### src/rtl/eep_pkg.sv
package eep_pkg;
  typedef enum logic [1:0] {
    ST_IDLE = 2'd0,
    ST_LOAD = 2'd1,
    ST_PROG = 2'd2
  } eep_state_e;
endpackage

### src/rtl/eep_strobe.sv
module eep_strobe (
  input  logic clk_i,
  input  logic rst_ni,
  input  logic act_i,
  output logic start_o,
  output logic end_o
);
  logic act_q;

  always_ff @(posedge clk_i or negedge rst_ni) begin
    if (!rst_ni) act_q <= 1'b0;
    else         act_q <= act_i;
  end

  assign start_o = act_i & ~act_q;
  assign end_o   = ~act_i & act_q;
endmodule

### src/rtl/eep_page_buf.sv
module eep_page_buf #(
  parameter int PAGE_W = 6
) (
  input  logic              clk_i,
  input  logic              rst_ni,
  input  logic              wr_i,
  input  logic [PAGE_W-1:0] wr_off_i,
  input  logic [7:0]        wr_data_i,
  input  logic              clr_i,
  input  logic [PAGE_W-1:0] rd_off_i,
  output logic [7:0]        rd_data_o,
  output logic              rd_vld_o
);
  localparam int PAGE_B = 1 << PAGE_W;

  logic [PAGE_B-1:0] vld_q;
  logic [7:0]        byte_q [PAGE_B];

  for (genvar g = 0; g < PAGE_B; g++) begin : g_ent
    wire hit = wr_i && (wr_off_i == PAGE_W'(g));
    always_ff @(posedge clk_i or negedge rst_ni) begin
      if (!rst_ni)    vld_q[g] <= 1'b0;
      else if (clr_i) vld_q[g] <= 1'b0;
      else if (hit)   vld_q[g] <= 1'b1;
    end
    always_ff @(posedge clk_i) begin
      if (hit) byte_q[g] <= wr_data_i;
    end
  end

  assign rd_data_o = byte_q[rd_off_i];
  assign rd_vld_o  = vld_q[rd_off_i];
endmodule

### src/rtl/eep_array.sv
module eep_array #(
  parameter int ADDR_W = 8
) (
  input  logic              clk_i,
  input  logic              rst_ni,
  input  logic              we_i,
  input  logic [ADDR_W-1:0] waddr_i,
  input  logic [7:0]        wdata_i,
  input  logic [ADDR_W-1:0] raddr_i,
  output logic [7:0]        rdata_o
);
  localparam int DEPTH = 1 << ADDR_W;

  logic [7:0] mem_q [DEPTH];

  always_ff @(posedge clk_i or negedge rst_ni) begin
    if (!rst_ni) begin
      for (int i = 0; i < DEPTH; i++) mem_q[i] <= 8'h00;
    end else if (we_i) begin
      mem_q[waddr_i] <= wdata_i;
    end
  end

  assign rdata_o = mem_q[raddr_i];
endmodule

### src/rtl/eep_page_ctrl.sv
module eep_page_ctrl
  import eep_pkg::*;
#(
  parameter int ADDR_W   = 8,
  parameter int PAGE_W   = 6,
  parameter int WIN_CYC  = 6,
  parameter int IDLE_CYC = 20,
  parameter int PROG_CYC = 80
) (
  input  logic              clk_i,
  input  logic              rst_ni,
  input  logic              ce_ni,
  input  logic              we_ni,
  input  logic              oe_ni,
  input  logic              prot_ni,
  input  logic [ADDR_W-1:0] addr_i,
  input  logic [7:0]        data_i,
  output logic [7:0]        data_o,
  output logic              data_oe_o,
  output logic              busy_od_o
);
  localparam int PAGE_B = 1 << PAGE_W;
  localparam int HI_W   = ADDR_W - PAGE_W;
  localparam int FC_W   = $clog2(WIN_CYC + 1);
  localparam int IC_W   = $clog2(IDLE_CYC + 1);
  localparam int PC_W   = $clog2(PROG_CYC + 1);

  eep_state_e        st_q;
  logic [HI_W-1:0]   page_q;
  logic [PAGE_W-1:0] off_q;
  logic [7:0]        last_q;
  logic              acc_q;
  logic [FC_W-1:0]   fall_cnt;
  logic [IC_W-1:0]   idle_cnt;
  logic [PC_W-1:0]   prog_cnt;

  logic wr_act, ld_start, ld_end, acc_start, buf_wr, buf_clr, mem_we, buf_vld;
  logic [PAGE_W-1:0] prog_off;
  logic [7:0] buf_data, arr_data;

  assign wr_act    = ~ce_ni & ~we_ni & prot_ni;
  assign data_oe_o = ~ce_ni & ~oe_ni & we_ni & prot_ni;

  eep_strobe u_strobe (
    .clk_i  (clk_i),
    .rst_ni (rst_ni),
    .act_i  (wr_act),
    .start_o(ld_start),
    .end_o  (ld_end)
  );

  // open window: first strobe of a page, or a follow-up inside the limit
  assign acc_start = ld_start &&
                     ((st_q == ST_IDLE) ||
                      (st_q == ST_LOAD && fall_cnt < FC_W'(WIN_CYC)));
  assign buf_wr    = ld_end && acc_q;
  assign prog_off  = prog_cnt[PAGE_W-1:0];
  assign buf_clr   = (st_q == ST_PROG) && (prog_cnt == PC_W'(PROG_CYC - 1));
  assign mem_we    = (st_q == ST_PROG) && (prog_cnt < PC_W'(PAGE_B)) &&
                     buf_vld && prot_ni;

  always_ff @(posedge clk_i or negedge rst_ni) begin
    if (!rst_ni) begin
      st_q     <= ST_IDLE;
      page_q   <= '0;
      off_q    <= '0;
      last_q   <= '0;
      acc_q    <= 1'b0;
      fall_cnt <= '0;
      idle_cnt <= '0;
      prog_cnt <= '0;
    end else begin
      if (acc_start) begin
        acc_q    <= 1'b1;
        off_q    <= addr_i[PAGE_W-1:0];
        fall_cnt <= '0;
        idle_cnt <= '0;
        if (st_q == ST_IDLE) begin
          page_q <= addr_i[ADDR_W-1:PAGE_W];
          st_q   <= ST_LOAD;
        end
      end else if (st_q == ST_LOAD) begin
        if (fall_cnt < FC_W'(WIN_CYC)) fall_cnt <= fall_cnt + 1'b1;
        if (buf_wr) begin
          acc_q    <= 1'b0;
          last_q   <= data_i;
          idle_cnt <= '0;
        end else if (acc_q) begin
          idle_cnt <= '0;
        end else if (idle_cnt == IC_W'(IDLE_CYC - 1)) begin
          st_q     <= ST_PROG;
          prog_cnt <= '0;
        end else begin
          idle_cnt <= idle_cnt + 1'b1;
        end
      end else if (st_q == ST_PROG) begin
        if (buf_clr) st_q <= ST_IDLE;
        else         prog_cnt <= prog_cnt + 1'b1;
      end
    end
  end

  eep_page_buf #(.PAGE_W(PAGE_W)) u_buf (
    .clk_i    (clk_i),
    .rst_ni   (rst_ni),
    .wr_i     (buf_wr),
    .wr_off_i (off_q),
    .wr_data_i(data_i),
    .clr_i    (buf_clr),
    .rd_off_i (prog_off),
    .rd_data_o(buf_data),
    .rd_vld_o (buf_vld)
  );

  eep_array #(.ADDR_W(ADDR_W)) u_arr (
    .clk_i  (clk_i),
    .rst_ni (rst_ni),
    .we_i   (mem_we),
    .waddr_i({page_q, prog_off}),
    .wdata_i(buf_data),
    .raddr_i(addr_i),
    .rdata_o(arr_data)
  );

  assign busy_od_o = (st_q != ST_IDLE);

  always_comb begin
    data_o = 8'h00;
    if (data_oe_o) begin
      if (st_q == ST_PROG) data_o = {~last_q[7], last_q[6:0]};
      else                 data_o = arr_data;
    end
  end


  busy_rise_chk: assert property (@(posedge clk_i) disable iff (!rst_ni)
    $rose(busy_od_o) |-> $past(ld_start));

  busy_fall_chk: assert property (@(posedge clk_i) disable iff (!rst_ni)
    $fell(busy_od_o) |-> $past(st_q == ST_PROG));

  prot_read_chk: assert property (@(posedge clk_i) disable iff (!rst_ni)
    !prot_ni |-> !data_oe_o);

  no_load_in_prog_chk: assert property (@(posedge clk_i) disable iff (!rst_ni)
    (st_q == ST_PROG) |=> $stable(page_q));

  prog_len_chk: assert property (@(posedge clk_i) disable iff (!rst_ni)
    (st_q == ST_PROG) |-> (prog_cnt < PC_W'(PROG_CYC)));

  commit_only_prog_chk: assert property (@(posedge clk_i) disable iff (!rst_ni)
    mem_we |-> $past(st_q != ST_IDLE));
endmodule

### config.mk
export PLATFORM = sky130hd
export DESIGN_NAME = eep_page_ctrl
export DESIGN_NICKNAME = d
export VERILOG_FILES = /design/src/rtl/eep_pkg.sv /design/src/rtl/eep_strobe.sv /design/src/rtl/eep_page_buf.sv /design/src/rtl/eep_array.sv /design/src/rtl/eep_page_ctrl.sv
export SDC_FILE = /design/constraint.sdc
export NUM_CORES = 2
export LEC_CHECK = 0
export BUFFER_PORTS_ARGS = -buffer_cell sky130_fd_sc_hd__buf_2
export CELL_PAD_IN_SITES_DETAIL_PLACEMENT = 1
export CELL_PAD_IN_SITES_GLOBAL_PLACEMENT = 1
export CORE_MARGIN = 8
export CORE_UTILIZATION = 45
export DETAILED_ROUTE_END_ITERATION = 10
export PLACE_DENSITY_LB_ADDON = 0.08
export SYNTH_ARGS = -nofsm -noshare
export SYNTH_HDL_FRONTEND = slang
export SYNTH_SLANG_ARGS = --single-unit
### constraint.sdc
create_clock -name clk_i -period 7.77 [get_ports clk_i]
set_clock_uncertainty 0.05 [all_clocks]
set_input_delay 0 -clock clk_i [delete_from_list [all_inputs] [get_ports clk_i]]
set_output_delay 0 -clock clk_i [all_outputs]
set_load 0.1 [all_outputs]
==> flow_summary.yaml <==
timing:
  layout_min_cycle_time_ns: 5.93
  drv_slew: 0
  layout_setup_ws_ns: 1.84
  fmax_mhz: 169
  worst_slew_pin_slew_ns: 1.38
  timing.slew.headroom: 0.0747
  hold_viol: 0
  rsz0062_at_grt: "no"
  min_period_over_period: 0.763
  setup_tns_ns: 0
  setup_viol: 0
clock_tree:
  clkLatencyLatePin_ns: 0.96
  clkSlewWorstSetupHoldPaths_ns: 0.06
  numCtsBuffers: 308
  postCtsSetupBuffers: 0
  htreeDepth: 5
  cts_tree: "done"
  clockBufferDepth: 4
  cts_resized: 0
  cts_root_buf: "clkbuf_16"
  cts.sinks: 2659
power_and_ir_drop:
  vdd_drop_max_mv: 0.737
  leakage_nw: 52.3
  power_density_nw_per_um2: 299
global_routing:
  first_global_vias: 81700
  overflow: 0
  grt_max_degree: 161
  grt_usage: 0.265
  antenna_found_initial: 13
  grt_pass1_wl_um: 548000
route:
  viasPerCell: 5.90
  vias: 77100
  routed_wl_um: 359000
  ant_nets: 0
  drtPass1Iterations: 5
  dr.first_iter.drc_count: 5765
  wl_per_cell_um: 27.5
  drc: 0
synth:
  synth_edf_count: 512
  synth_common_cells: "2,303 x nand2_1, 2,147 x dfrtp_1, 1,913 x o21ai_0"
  synth_cell_type_count: 64
  synthCells: 9771
  synth-seq-cells: 2659
  yosysTopAreaCellShare: 0.471
  avgSynthCellArea_um2: 11.7
  synth.area.top_cells: "dfrtp_1 47%, edfxtp_1 13%, mux4_2 9.9%, o21ai_0 8.4%, nand2_1 7.6%"
  synth_most_common_cell: "nand2_1"
  ys_seq_area_frac: 0.606
  async_flop_share: 0.807
  synthFlopType: "dfrtp_1"
  yosys.area.top_type: "dfrtp_1"
  synth_warnings: 0
  syn-num-nets: 9799
  synth_area_um2: 114000
worst_setup_path:
  rrSetupSlack_ns: 2.98
  cp_max_fo: 53
  reg2reg_depth: 7
  critPathLaunchType: "primary input"
  path_class: "primary input to output port"
  rr_endpoint: "u_arr.mem_q[985]"
  worstReg2RegStart: "prog_cnt[0]"
  worstSetupEndpointType: "output port"
  required_ns: 7.72
  arrival_ns: 5.88
placed_design:
  finalWeightedCongestion: 0.812
  port_buffers: 31
  placedCellCount: 12500
  pre_cts_ws_ns: 1.87
  dp_hpwl_um: 223000
floorplanning:
  dieArea_um2: 270000
  io_pins: 32
  start_util: 0.453
  coreArea_um2: 252000
  die_width_um: 519
  row_count: 184
  dieHeight_um: 519
worst_hold_path:
  min_path_type: "primary input to flip-flop"
  worstHoldStart: "addr_i[4]"
  hold_depth: 3
  min_to: "off_q[4]"
layout:
  stdcell_count: 13100
  fillCellCount: 25900
  nNetsFinal: 9532
  drive_gt1_frac: 0.141
  multi_input_area_um2: 41300
  regArea_um2: 69100
  area_growth_pct: 11.0
flow_run:
  maxCapViolations: 0
outcome:
  status: "completed"
stage by stage:
step	hold WS, ns	area (um^2)	util	total power (W)
after global routing	0.0794	127000	0.503	0.0392
after CTS	0.0456	127000	0.503	0.0383
after floorplan	-0.346	114000	-	0.0199
final	0.135	127000	0.503	0.0379
after detailed placement	-0.0264	116000	0.463	0.0240
after global placement	-0.0263	116000	0.463	0.0238
registers in the layout (all words and copies together), names as in the netlist:
signal,flops
u_buf.byte_q,512
page_q,2
u_buf.vld_q,64
u_strobe.act_q,1
idle_cnt,5
last_q,8
st_q,2
off_q,6
acc_q,1
fall_cnt,3
u_arr.mem_q,2048
prog_cnt,7
kinds of logic (layout without fill, tap and decap cells):
| logic type | after synthesis | count (layout) | synth area share |
|---|---|---|---|
| compound gates | 2623 | 2623 | 0.125 |
| other cells | 0 | 4 | 0 |
| fa+ha+maj | 6 | 6 | 0.000659 |
| mux | 925 | 925 | 0.137 |
| buf+inv | 801 | 749 | 0.0335 |
| flops | 2659 | 2659 | 0.606 |
| simple gates | 2757 | 2757 | 0.0979 |
worst max-delay path by stage:
| stage | depth (start not counted) | end | from | slack [ns] |
|---|---|---|---|---|
| finish | 10 | data_o[6] | addr_i[0] | 1.84 |
| detailed placement | 10 | data_o[6] | addr_i[0] | 1.87 |
| global route | 10 | data_o[6] | addr_i[0] | 1.86 |
| global placement | 10 | data_o[6] | addr_i[0] | 1.82 |
| floorplan | 12 | data_o[2] | addr_i[0] | 3.53 |
| CTS | 10 | data_o[6] | addr_i[0] | 1.88 |
timing repair:
| action | CTS | global route |
|---|---|---|
| setup endpoints to repair | 0 | 0 |
| hold buffers | 25 | 0 |
| endpoints found under the hold margin | 1673 | 0 |
worst max-delay path, stage by stage:
cell and delay [ns]:
buf_8 0.40, buf_12 0.37, buf_4 0.81, mux2i_1 0.20
o221ai_1 0.49, o22ai_1 0.31, a2111oi_0 1.12, o2111ai_1 0.76
o211ai_1 0.59, buf_2 0.56
per-layer routing:
| metal | wire, um | GRT usage |
|---|---|---|
| met2 | 170000 | 0.428 |
| met3 | 15100 | 0.0312 |
| met1 | 162000 | 0.382 |
| met4 | 11200 | 0.0768 |
| met5 | 0 | 0 |
cells in the final DEF, fill, tap and decap left out, types with 12 or more instances in the layout:
cell,instances
buf_2,26
clkbuf_16,313
buf_4,120
clkinv_1,16
a21oi_1,72
o22ai_1,121
a211o_1,12
o21ai_1,208
o21a_1,65
bufinv_16,19
mux2_2,16
clkinv_2,46
clkbuf_1,68
nand2b_1,22
buf_12,38
o21ai_0,1913
nor3_1,36
dlygate4sd3_1,24
nor2_1,108
a2111oi_0,17
a22oi_1,24
nand2_2,160
a211oi_1,46
clkbuf_8,53
nor2_4,16
a221oi_1,34
edfxtp_1,512
dfrtp_1,2143
mux2i_1,407
nand3_1,22
nand2_1,2302
o221ai_1,62
mux4_2,502
where the power goes:
part	switching (W)	internal, W
Clock	0.00576	0.00849
Sequential	0.000243	0.0143
Combinational	0.00725	0.00180
Total	0.0133	0.0246
cell type report:
cell class                 instances  share of cell area
inverter                          11            0.000356
clock inverter                    92             0.00788
antenna                            4           0.0000791
tap                             3348              0.0331
sequential                      2659               0.546
clock buffer                     433              0.0696
multi-input combinational       6311               0.326
timing repair buffer             213              0.0167
No activity file was read; power rests on OpenSTA's default activity.
